**src/rtl/grp_alu_pkg.sv**
```systemverilog
package grp_alu_pkg;

  typedef enum logic [1:0] {
    CLS_BIN   = 2'd0,
    CLS_STEP  = 2'd1,
    CLS_UNARY = 2'd2,
    CLS_NONE  = 2'd3
  } alu_cls_e;

  typedef enum logic [2:0] {
    AK_ADD = 3'd0,
    AK_ADC = 3'd1,
    AK_SUB = 3'd2,
    AK_SBB = 3'd3,
    AK_INC = 3'd4,
    AK_DEC = 3'd5,
    AK_NEG = 3'd6
  } arith_kind_e;

  typedef enum logic [1:0] {
    LK_AND = 2'd0,
    LK_OR  = 2'd1,
    LK_XOR = 2'd2,
    LK_NOT = 2'd3
  } logic_kind_e;

  // Even parity of one byte: 1 when the count of ones is even.
  function automatic logic even_par8(input logic [7:0] v);
    return ~^v;
  endfunction

  // Keep only the selected width of a value.
  function automatic logic [15:0] fit_width(input logic [15:0] v, input logic wide);
    return wide ? v : {8'h00, v[7:0]};
  endfunction

endpackage

```
**src/rtl/grp_alu_arith.sv**
```systemverilog
module grp_alu_arith
  import grp_alu_pkg::*;
#(
  parameter int DW  = 16,
  parameter int NIB = 4
) (
  input  logic [DW-1:0] a,
  input  logic [DW-1:0] b,
  input  logic          cin,
  input  logic          wide,
  input  arith_kind_e   kind,
  output logic [DW-1:0] sum,
  output logic          cy,
  output logic          ovf,
  output logic          aux
);
  localparam int HW = DW / 2;

  logic [DW-1:0] x, y;
  logic          ci, is_sub;
  logic [DW:0]   sum_w;
  logic [HW:0]   sum_b;
  logic          raw_cy, sx, sy, sr, c_nib;

  always_comb begin
    x = a; y = b; ci = 1'b0; is_sub = 1'b0;
    unique case (kind)
      AK_ADD: ;
      AK_ADC: ci = cin;
      AK_SUB: begin y = ~b; ci = 1'b1;  is_sub = 1'b1; end
      AK_SBB: begin y = ~b; ci = ~cin;  is_sub = 1'b1; end
      AK_INC: begin y = DW'(1); end
      AK_DEC: begin y = ~DW'(1); ci = 1'b1; is_sub = 1'b1; end
      AK_NEG: begin x = '0; y = ~a; ci = 1'b1; is_sub = 1'b1; end
      default: ;
    endcase
  end

  assign sum_w  = {1'b0, x} + {1'b0, y} + (DW+1)'(ci);
  assign sum_b  = {1'b0, x[HW-1:0]} + {1'b0, y[HW-1:0]} + (HW+1)'(ci);
  assign sum    = wide ? sum_w[DW-1:0] : {{(DW-HW){1'b0}}, sum_b[HW-1:0]};
  assign raw_cy = wide ? sum_w[DW] : sum_b[HW];
  assign cy     = is_sub ? ~raw_cy : raw_cy;

  assign sx  = wide ? x[DW-1] : x[HW-1];
  assign sy  = wide ? y[DW-1] : y[HW-1];
  assign sr  = wide ? sum[DW-1] : sum[HW-1];
  assign ovf = (sx == sy) && (sr != sx);

  assign c_nib = x[NIB] ^ y[NIB] ^ sum[NIB];
  assign aux   = is_sub ? ~c_nib : c_nib;
endmodule

```
**src/rtl/grp_alu_logic.sv**
```systemverilog
module grp_alu_logic
  import grp_alu_pkg::*;
#(
  parameter int DW = 16
) (
  input  logic [DW-1:0] a,
  input  logic [DW-1:0] b,
  input  logic          wide,
  input  logic_kind_e   kind,
  output logic [DW-1:0] res
);
  logic [DW-1:0] raw;

  always_comb begin
    unique case (kind)
      LK_AND:  raw = a & b;
      LK_OR:   raw = a | b;
      LK_XOR:  raw = a ^ b;
      default: raw = ~a;
    endcase
  end

  assign res = fit_width(raw, wide);
endmodule

```
**src/rtl/grp_alu_flags.sv**
```systemverilog
module grp_alu_flags
  import grp_alu_pkg::*;
#(
  parameter int DW = 16
) (
  input  logic [DW-1:0] res,
  input  logic          wide,
  output logic          zf,
  output logic          sf,
  output logic          pf
);
  localparam int HW = DW / 2;

  logic zero_byte, zero_word, neg_byte, neg_word;

  assign zero_byte = (res[HW-1:0] == '0);
  assign zero_word = zero_byte && (res[DW-1:HW] == '0);
  assign neg_byte  = res[HW-1];
  assign neg_word  = res[DW-1];

  assign zf = wide ? zero_word : zero_byte;
  assign sf = wide ? neg_word : neg_byte;
  assign pf = even_par8(res[7:0]);
endmodule

```
**src/rtl/grp_alu.sv**
```systemverilog
module grp_alu
  import grp_alu_pkg::*;
#(
  parameter int DW = 16
) (
  input  logic [15:0] a_i,
  input  logic [15:0] b_i,
  input  logic        wide_i,
  input  logic [1:0]  cls_i,
  input  logic [2:0]  op_i,
  input  logic        cin_i,
  output logic [15:0] res_o,
  output logic        cf_o,
  output logic        of_o,
  output logic        zf_o,
  output logic        sf_o,
  output logic        pf_o,
  output logic        af_o,
  output logic        wb_o
);
  alu_cls_e    cls;
  arith_kind_e ak;
  logic_kind_e lk;
  logic        sel_arith, sel_logic, keep_cf, wb_en;
  logic        sel_step, sel_neg;
  logic [DW-1:0] ar_sum, lg_res;
  logic          ar_cy, ar_ovf, ar_aux;

  assign cls = alu_cls_e'(cls_i);

  always_comb begin
    sel_arith = 1'b0; sel_logic = 1'b0; keep_cf = 1'b0; wb_en = 1'b0;
    ak = AK_ADD; lk = LK_AND;
    unique case (cls)
      CLS_BIN: begin
        wb_en = 1'b1;
        unique case (op_i)
          3'd0: begin sel_arith = 1'b1; ak = AK_ADD; end
          3'd1: begin sel_logic = 1'b1; lk = LK_OR;  end
          3'd2: begin sel_arith = 1'b1; ak = AK_ADC; end
          3'd3: begin sel_arith = 1'b1; ak = AK_SBB; end
          3'd4: begin sel_logic = 1'b1; lk = LK_AND; end
          3'd5: begin sel_arith = 1'b1; ak = AK_SUB; end
          3'd6: begin sel_logic = 1'b1; lk = LK_XOR; end
          default: begin sel_arith = 1'b1; ak = AK_SUB; wb_en = 1'b0; end
        endcase
      end
      CLS_STEP: begin
        if (op_i == 3'd0) begin
          sel_arith = 1'b1; ak = AK_INC; keep_cf = 1'b1; wb_en = 1'b1;
        end else if (op_i == 3'd1) begin
          sel_arith = 1'b1; ak = AK_DEC; keep_cf = 1'b1; wb_en = 1'b1;
        end
      end
      CLS_UNARY: begin
        unique case (op_i)
          3'd0: begin sel_logic = 1'b1; lk = LK_AND; end
          3'd2: begin sel_logic = 1'b1; lk = LK_NOT; keep_cf = 1'b1; wb_en = 1'b1; end
          3'd3: begin sel_arith = 1'b1; ak = AK_NEG; wb_en = 1'b1; end
          default: ;
        endcase
      end
      default: ;
    endcase
  end

  assign sel_step = sel_arith && (ak == AK_INC || ak == AK_DEC);
  assign sel_neg  = sel_arith && (ak == AK_NEG);

  grp_alu_arith #(.DW(DW)) arith_i (
    .a(a_i), .b(b_i), .cin(cin_i), .wide(wide_i), .kind(ak),
    .sum(ar_sum), .cy(ar_cy), .ovf(ar_ovf), .aux(ar_aux)
  );

  grp_alu_logic #(.DW(DW)) logic_i (
    .a(a_i), .b(b_i), .wide(wide_i), .kind(lk), .res(lg_res)
  );

  always_comb begin
    if (sel_arith) begin
      res_o = ar_sum;
      cf_o  = keep_cf ? cin_i : ar_cy;
      of_o  = ar_ovf;
      af_o  = ar_aux;
    end else if (sel_logic) begin
      res_o = lg_res;
      cf_o  = keep_cf ? cin_i : 1'b0;
      of_o  = 1'b0;
      af_o  = 1'b0;
    end else begin
      res_o = fit_width(a_i, wide_i);
      cf_o  = cin_i;
      of_o  = 1'b0;
      af_o  = 1'b0;
    end
  end

  assign wb_o = wb_en;

  grp_alu_flags #(.DW(DW)) flags_i (
    .res(res_o), .wide(wide_i), .zf(zf_o), .sf(sf_o), .pf(pf_o)
  );
endmodule

```
**config.mk**
```make
export PLATFORM = sky130hd
export DESIGN_NAME = grp_alu
export DESIGN_NICKNAME = d
export VERILOG_FILES = /design/src/rtl/grp_alu_pkg.sv /design/src/rtl/grp_alu_arith.sv /design/src/rtl/grp_alu_logic.sv /design/src/rtl/grp_alu_flags.sv /design/src/rtl/grp_alu.sv
export SDC_FILE = /design/constraint.sdc
export NUM_CORES = 1
export LEC_CHECK = 0
export ABC_AREA = 1
export ABC_CLOCK_PERIOD_IN_PS = 8200
export BUFFER_PORTS_ARGS = -buffer_cell sky130_fd_sc_hd__buf_2
export CAP_MARGIN = 10
export CORE_ASPECT_RATIO = 0.5
export CORE_MARGIN = 2
export CORE_UTILIZATION = 50
export DETAILED_ROUTE_END_ITERATION = 10
export PLACE_DENSITY = 0.72
export SETUP_SLACK_MARGIN = 0.5
export SYNTH_ARGS = -nofsm -noshare
export SYNTH_HDL_FRONTEND = slang
export SYNTH_HIERARCHICAL = 1
export SYNTH_SLANG_ARGS = --single-unit
```
**constraint.sdc**
```tcl
create_clock -name vclk -period 8.2
set_input_delay 0.82 -clock vclk [all_inputs]
set_output_delay 0.82 -clock vclk [all_outputs]
set_load 0.005 [all_outputs]
```
* After elaboration in Yosys (flattened, before gate mapping)
Cells that the tools add are included.
Storage, ports and cells: bits in registers 0, input bits 39, logic and storage cells 93
Cells by class: reduce and logical (&&, ||, !) cells 16, bitwise operators 10, mux-type cells 45, equal/unequal tests 18, add/subtract/negate cells 4
Operators with widths (count):
- $mux W16 | 6
- $pmux W16 S4 | 1
- $pmux W16 S3 | 1
- $not A16 Y16 | 2
- $mux W1 | 24
- $eq A3 B3 Y1 const B | 6
- $add A16 B16 Y17 | 1
- $add A17 B1 Y17 | 1
- $and A16 B16 Y16 | 1
- $logic_not A8 Y1 | 2
- $or A16 B16 Y16 | 1
- $xor A16 B16 Y16 | 1
- $eq A3 B2 Y1 const B | 4
- $add A8 B8 Y9 | 1
- $add A9 B1 Y9 | 1
- $mux W3 | 3
- $pmux W1 S3 | 3
- $pmux W3 S3 | 1
- $pmux W2 S2 | 2
- $reduce_or A4 Y1 | 2
- $reduce_xnor A8 Y1 | 1
- $reduce_or A7 Y1 | 1
- $eq A3 B1 Y1 const B | 2
- $pmux W2 S3 | 1
- other kinds (13) | 24

* Depth between registers and ports, before layout
Gate-level depths: netlist (run 1).
depth in word-level cells 14, mapped depth 34

* Hierarchy
The synthesis (run 1) kept the hierarchy.
Modules (own cells, without submodules):
- grp_alu_arith | cells an instance 277, area an instance 1536.5 sq um, times used 1
- grp_alu_logic | cells an instance 195, area an instance 1123.6 sq um, times used 1
- grp_alu | cells an instance 175, area an instance 874.6 sq um, times used 1
- grp_alu_flags | cells an instance 30, area an instance 166.4 sq um, times used 1

* Worst setup path after synthesis (run 1)
OpenSTA, ideal clock, no wires.
path kind input to output, from in cls_i[0], to out pf_o, arrival time 4891 ps, path slack 2489 ps, stages on the path 27, path buffers 0, data required time 7380 ps, path through inv_1 > ha_1 > inv_1 > nor2_1 > nand2_1 > a211oi_1 > inv_1 > nand3_2 > inv_2 > nor3_4 > inv_2 > nor2_4 > nand2_1 > nor3b_1 > fa_1 > fa_1 > o21ai_2 > nand3_1 > nand2_1 > xor2_1 > nand2_1 > nand2_1 > inv_1 > ha_1 > xor2_1 > and2_1 > nor2_2
Between the ends: longest elaborated chain between the ends 10, elaborated cells between the ends (all ways) 31
Ends and longest elaborated chain:
- start, declared | RTL line grp_alu.sv:9 | input logic [1:0] cls_i,
- $eq A2 B2 Y1, or another cell as far along | RTL line grp_alu.sv:34 | unique case (cls)
- $pmux W3 S3 (*) | RTL line grp_alu.sv:34
- net ak[1] | RTL line grp_alu.sv:22 | arith_kind_e ak;
- $eq A3 B2 Y1 | RTL line grp_alu_arith.sv:27 | unique case (kind)
- $reduce_or A2 Y1 (no line)
- $pmux W16 S4 | RTL line grp_alu_arith.sv:27
- $add A16 B16 Y17 or $add A8 B8 Y9 (tied branches) | RTL line grp_alu_arith.sv:39, grp_alu_arith.sv:40
- $add A17 B1 Y17 or $add A9 B1 Y9 (tied branches) | RTL line grp_alu_arith.sv:39, grp_alu_arith.sv:40
- $mux W16 (*) | RTL line grp_alu_arith.sv:41 | assign sum = wide ? sum_w[DW-1:0] : {{(DW-HW){1'b0}}, sum_b[HW-1:0]};
- net ar_sum[6] | RTL line grp_alu.sv:26 | logic [DW-1:0] ar_sum, lg_res;
- $mux W16 (*) | RTL line grp_alu.sv:80 | if (sel_arith) begin
- net res_o[6] | RTL line grp_alu.sv:12 | output logic [15:0] res_o,
- $reduce_xnor A8 Y1 (*) | RTL line grp_alu_pkg.sv:29 | return ~^v;
- end, declared | RTL line grp_alu.sv:17 | output logic pf_o,
The timed path passes the listed nets; every way through them passes the cells marked *.

* Worst setup path in the final report (run 1)
from in cls_i[0], to out pf_o
Between the ends: longest elaborated chain between the ends 10, elaborated cells between the ends (all ways) 31
Ends and longest elaborated chain (RTL line):
- $eq A2 B2 Y1, or another cell as far along | grp_alu.sv:34
- $pmux W3 S3 (*) | grp_alu.sv:34
- net ak[1] | grp_alu.sv:22
- $eq A3 B2 Y1 | grp_alu_arith.sv:27
- $reduce_or A2 Y1 (no line)
- $pmux W16 S4 | grp_alu_arith.sv:27
- $add A16 B16 Y17 or $add A8 B8 Y9 (tied branches) | grp_alu_arith.sv:39, grp_alu_arith.sv:40
- $add A17 B1 Y17 or $add A9 B1 Y9 (tied branches) | grp_alu_arith.sv:39, grp_alu_arith.sv:40
- $mux W16 (*) | grp_alu_arith.sv:41
- net ar_sum[6] | grp_alu.sv:26
- $mux W16 (*) | grp_alu.sv:80
- $reduce_xnor A8 Y1 (*) | grp_alu_pkg.sv:29
Marked as above.

==> results.py, run 1 <==
metrics = {
    "finish": {
        "final_common_cell": "nand2_1",
        "multi_input_area_um2": 2982,
        "drive_gt1_share_pct": 16.32,
        "area_growth_syn_to_layout_pct": 8.350,
        "seq_area_um2": 0,
        "fill_cells": 806,
        "seq_cell_count": 0,
        "num_antenna_cells": 0,
        "num-nets-final": 821,
        "clkbuf_count": 0,
        "final_cell_mix": "nand2_1, inv_1, nand3_1, buf_2, ha_1",
    },
    "synth": {
        "synth.avg_cell_area_um2": 5.467,
        "synth_xor_area_share_pct": 2.603,
        "ys_types": 42,
        "synth_mux_area_share_pct": 0,
        "synth-simple-area-share_pct": 43.58,
        "ys_seq_area_share_pct": 0,
        "syn-cell-area_um2": 3701,
        "synthCells": 677,
        "synth_top_family_by_area": "simple AND/OR/NAND/NOR gates",
        "synth_compound_area_share_pct": 14.57,
        "synth_fa_ha_area_share_pct": 19.68,
        "syn-num-nets": 773,
        "yosys_warnings": 6,
    },
    "critical_path": {
        "crit_fanout": 14,
        "cp.required_ns": 7.38,
        "cp.buffers_inverters": 8,
        "cp_common_cell": "nand2_1",
        "crit_type": "in -> out",
        "critPathTopFamily": "simple AND/OR/NAND/NOR gates",
        "critPathArrivalTime_ns": 5.75,
        "crit_path_start_kind": "input port",
        "max_stage_delay_ns": 0.47,
        "slowest_stage": "fa_1",
        "worst_setup_path_end_kind": "output port",
    },
    "routing": {
        "wire_per_inst_um": 12.14,
        "wl_met1_um": 4810,
        "avgViaCountPerCell": 5.131,
        "wl_met3_um": 449,
        "wl_met2_um": 4605,
        "drt-total-wl_um": 9943,
        "drtAntennaViolNets": 0,
        "firstDrtPassIters": 5,
        "vias": 4202,
        "drc": 0,
        "drtIter0Drc": 274,
        "top_layer": "met4",
    },
    "clocking": {
        "ctsHoldBuffers": 0,
        "postCtsSetupBuffers": 0,
        "cts_resized": 0,
    },
    "sta": {
        "drv_slew": 0,
        "final.setup.tns_ns": 0,
        "worst_slack_ns": 1.634,
        "min_period_ns": 6.566,
        "hold_viol": 0,
        "timing.slew.headroom_pct": 55.26,
        "rsz0062_at_grt": "no",
        "finalCritPeriodShare_pct": 80.08,
        "setup_viol_count_final": 0,
        "worst_slew_pin_slew_ns": 0.6695,
        "max_freq_mhz": 152.3,
    },
    "run_status": {
        "status": "complete, no violations",
    },
    "min_path": {
        "hold_path_depth": 4,
        "whs_endpoint": "cf_o",
        "hold_start": "cin_i",
        "hp-class": "in -> out",
    },
    "floorplanning": {
        "dieArea_um2": 8148,
        "start_util_pct": 51.12,
        "ios": 62,
        "core.rowCount": 22,
        "die_h_um": 64.84,
        "core_area_um2": 7239,
        "die_width_um": 125.7,
    },
    "global_route": {
        "grt_pass1_vias": 3903,
        "grt_max_degree": 31,
        "antenna_found_initial": 0,
        "grt_pass1_wl_um": 17560,
        "grt_usage_pct": 25.27,
        "grt_overflow": 0,
    },
    "power": {
        "pwr_density_cell_nw_per_um2": 68.52,
        "peakVddDrop_mv": 0.02932,
        "leakagePower_nw": 2.503,
    },
    "place": {
        "io_buffers": 62,
        "gp_congestion": 0.9274,
        "place_ws_ns": 1.683,
        "dp_hpwl_um": 8288,
    },
    "job": {
        "maxCapViolCount": 0,
    },
}
-- synth_stat cells (all sizes together) (2+ instances only) --
cell type	instances	area, um2
nor3	4	31.28
buf	15	126.4
o21ai	31	162.7
o21bai	2	15.01
o211ai	12	140.1
nand2	204	808.3
nand4	13	81.33
nor2	52	237.7
inv	156	590.6
ha	55	688.2
nand3	73	427.9
xnor2	5	43.79
clkbuf	2	7.510
xor2	6	52.55
a21oi	35	175.2
fa	2	40.04
-- cells by family after synthesis --
kind of cell	count (synthesis)
xor gates and xnor gates	11
adders and majority gates	57
and+or+nand+nor	350
AOI/OAI and AO/OA	86
buffers and inverters	173
-- how the worst max path moves through the flow --
stage	from	end	slack, ns	cells past startpoint
after CTS	cls_i[0]	pf_o	1.65	29
after global routing	cls_i[0]	pf_o	1.10	29
after floorplan	cls_i[0]	pf_o	2.49	27
final	cls_i[0]	pf_o	1.63	29
after detailed placement	cls_i[0]	pf_o	1.68	29
after global placement	cls_i[0]	pf_o	1.80	29
-- area by class of cell --
cell class | instances | share of cell area [%]
multi-input cells | 504 | 74.35
inverters | 156 | 14.73
well taps | 96 | 2.995
repair buffers | 63 | 7.925
-- stage by stage --
| step | area, um2 | hold WS (ns) | util (%) | total power [mW] | std cells |
|---|---|---|---|---|---|
| global placement | 4010 | 2.003 | 55.39 | 0.2707 | 819 |
| global route | 4010 | 2.015 | 55.39 | 0.3144 | 819 |
| floorplan | 3701 | 1.723 | - | 0.1977 | 677 |
| finish | 4010 | 2.008 | 55.39 | 0.2748 | 819 |
| CTS | 4010 | 1.999 | 55.39 | 0.2739 | 819 |
| detailed placement | 4010 | 1.996 | 55.39 | 0.2722 | 819 |
-- metal layers --
metal  vias up  GRT usage [%]
met5         -              0
met4         0          3.194
met3         6          1.652
met2        98          46.15
met1      1894          33.84
li1       2204              -
-- report_power, final --
group | internal (mW) | total [mW] | switching (mW)
sequential | 0 | 0 | 0
combinational | 0.105 | 0.275 | 0.169
clock | 0 | 0 | 0
Power figures use the tool's default switching activity.
==> run 2: changes to the inputs <==
--- a/config.mk
+++ b/config.mk
@@ -5,8 +5,8 @@
 export SDC_FILE = /design/constraint.sdc
 export NUM_CORES = 1
 export LEC_CHECK = 0
-export ABC_AREA = 1
-export ABC_CLOCK_PERIOD_IN_PS = 8200
+export ABC_AREA = 0
+export ABC_CLOCK_PERIOD_IN_PS = 6300
 export BUFFER_PORTS_ARGS = -buffer_cell sky130_fd_sc_hd__buf_2
 export CAP_MARGIN = 10
 export CORE_ASPECT_RATIO = 0.5
==> constraint.sdc (replaced) <==
create_clock -name vclk -period 6.3
set_input_delay 0.63 -clock vclk [all_inputs]
set_output_delay 0.63 -clock vclk [all_outputs]
set_load 0.005 [all_outputs]
==> results.py, run 2 <==
metrics = {
    "synth": {
        "netlist_top_cells_area": "ha_1, inv_1, mux2i_1, xnor2_1, nand2_1",
        "ys_types": 69,
        "synth_commonest_cells": "inv_1, ha_1, nand2_1, o21ai_0, nor2_1",
        "ys_seq_area_share_pct": 0,
        "synth_top_cell_by_area": "ha_1",
        "yosys_warnings": 6,
        "synthCells": 506,
        "yosysMostFrequentCell": "inv_1",
        "synth_top_area_share_pct": 18.52,
        "syn-cell-area_um2": 3716,
        "synth.avg_cell_area_um2": 7.344,
        "syn-num-nets": 602,
    },
    "routing": {
        "drt-total-wl_um": 9288,
        "vias": 3674,
        "avgViaCountPerCell": 5.714,
        "drtAntennaViolNets": 0,
        "wire_per_inst_um": 14.44,
        "drtIter0Drc": 203,
        "drc": 0,
        "firstDrtPassIters": 6,
    },
    "global_route": {
        "antenna_found_initial": 0,
        "grt_usage_pct": 21.96,
        "grt_max_degree": 50,
        "grt_overflow": 0,
        "grt_pass1_vias": 3190,
        "grt_pass1_wl_um": 15320,
    },
    "floorplanning": {
        "start_util_pct": 51.14,
        "die_width_um": 125.9,
        "dieArea_um2": 8180,
        "ios": 62,
        "die_h_um": 64.96,
        "core.rowCount": 22,
        "core_area_um2": 7267,
    },
    "finish": {
        "seq_area_um2": 0,
        "seq_cell_count": 0,
        "multi_input_area_um2": 3321,
        "area_growth_syn_to_layout_pct": 10.10,
        "clkbuf_count": 0,
        "num_antenna_cells": 0,
        "final_common_cell": "inv_1",
        "drive_gt1_share_pct": 23.40,
        "fill_cells": 745,
        "num-nets-final": 645,
        "final_cell_mix": "inv_1, buf_2, ha_1, nand2_1, o21ai_0",
    },
    "job": {
        "maxCapViolCount": 0,
    },
    "critical_path": {
        "critPathArrivalTime_ns": 4.98,
        "crit_fanout": 10,
        "slowest_stage": "a211oi_4",
        "path_cells": "buf_2 -> inv_1 -> ha_2 -> nand3_1 -> a211oi_4 -> nand3b_1 -> buf_4 -> buf_4 -> and2_1 -> ha_1 -> or3_1 -> o22a_2 -> a311o_1 -> xnor2_1 -> nor2_1 -> mux2_4 -> nor4_1 -> nand2_1 -> a21oi_2 -> buf_2",
        "worst_setup_path_end_kind": "output port",
        "critPathTopFamily": "simple AND/OR/NAND/NOR gates",
        "crit_type": "in -> out",
        "cp.buffers_inverters": 5,
        "max_stage_delay_ns": 0.47,
        "crit_path_start_kind": "input port",
        "cp.required_ns": 5.67,
    },
    "sta": {
        "final.setup.tns_ns": 0,
        "holdWs_ns": 1.645,
        "finalCritPeriodShare_pct": 88.97,
        "max_freq_mhz": 178.4,
        "hold_viol": 0,
        "setup_viol_count_final": 0,
        "worst_slew_pin_slew_ns": 1.042,
        "timing.slew.headroom_pct": 30.24,
        "drv_slew": 0,
        "rsz0062_at_grt": "no",
        "min_period_ns": 5.605,
    },
    "run_status": {
        "status": "complete, no violations",
    },
    "place": {
        "io_buffers": 62,
        "dp_hpwl_um": 7278,
        "gp_congestion": 0.9381,
    },
    "min_path": {
        "whs_endpoint": "cf_o",
        "hold_path_depth": 4,
        "hold_start": "cin_i",
        "hp-class": "in -> out",
    },
    "power": {
        "p_seq_share_pct": 0,
        "sw_frac_of_total_pct": 53.11,
        "leakagePower_nw": 1.958,
        "peakVddDrop_mv": 0.03928,
        "pwr_density_cell_nw_per_um2": 96.60,
        "p_clk_share_pct": 0,
        "p_comb_share_pct": 100.0,
        "p_int_mw": 0.1853,
        "p_sw_mw": 0.2099,
    },
    "clocking": {
        "ctsHoldBuffers": 0,
    },
}
-- run 2: cell types whose count changed after synthesis, sizes merged, moves of 22 or more --
| cell | change |
|---|---|
| inv | -91 |
| nand2 | -155 |
| nand3 | -71 |
| nor2 | -26 |
| mux2 | +25 |
| mux2i | +22 |
-- run 2: routing by layer --
layer,GRT usage [%],vias up,wire [um]
li1,-,1844,-
met1,29.74,1727,4376
met2,40.52,93,4442
met3,0.6606,10,366
met4,2.335,0,104
met5,0,-,0
-- run 2: per-stage QoR --
| step | power [mW] | cells | setup slack (ns) | util, % | instance area [um2] |
|---|---|---|---|---|---|
| floorplan | 0.2860 | 506 | 0.7976 | - | 3716 |
| global placement | 0.3793 | 638 | 0.5829 | 55.08 | 4003 |
| detailed placement | 0.3855 | 638 | 0.4729 | 55.08 | 4003 |
| CTS | 0.3875 | 641 | 0.6287 | 55.39 | 4025 |
| global route | 0.4391 | 643 | 0.4559 | 56.30 | 4091 |
| finish | 0.3952 | 643 | 0.6950 | 56.30 | 4091 |
-- run 2: cells by family (layout without fill, tap and decap cells) --
family	count (synthesis)	in the layout	share of synthesized area, %
muxes	49	49	15.72
and+or+nand+nor	150	150	22.56
buffers and inverters	97	138	12.39
adders and majority gates	57	57	19.60
AOI/OAI and AO/OA	123	123	22.66
xor gates and xnor gates	30	30	7.071
-- run 2: cell type report --
class | instances | area share, %
Multi-Input combinational cell | 409 | 81.16
Timing Repair Buffer | 73 | 9.939
Inverter | 65 | 5.963
Tap cell | 96 | 2.936
-- run 2: power by group through the flow --
stage	Combinational, mW	Clock (mW)	Sequential, mW
finish	0.395	0	0
global route	0.439	0	0
CTS	0.387	0	0
detailed placement	0.385	0	0
global placement	0.379	0	0
floorplan	0.286	0	0
-- run 2: worst max-delay path by stage --
stage	from	slack, ns	depth (start not counted)	endpoint
2_1_floorplan	cls_i[0]	0.80	21	zf_o
3_3_place_gp	cls_i[0]	0.58	20	zf_o
3_5_place_dp	cls_i[0]	0.47	20	zf_o
4_1_cts	cls_i[0]	0.63	22	zf_o
5_1_grt	cls_i[0]	0.46	20	zf_o
6_report	cls_i[0]	0.69	20	zf_o
-- run 2: what timing repair did --
item                       4_1_cts  5_1_grt
setup endpoints to repair        1        3
resized for setup                0       12
setup buffers                    3        2
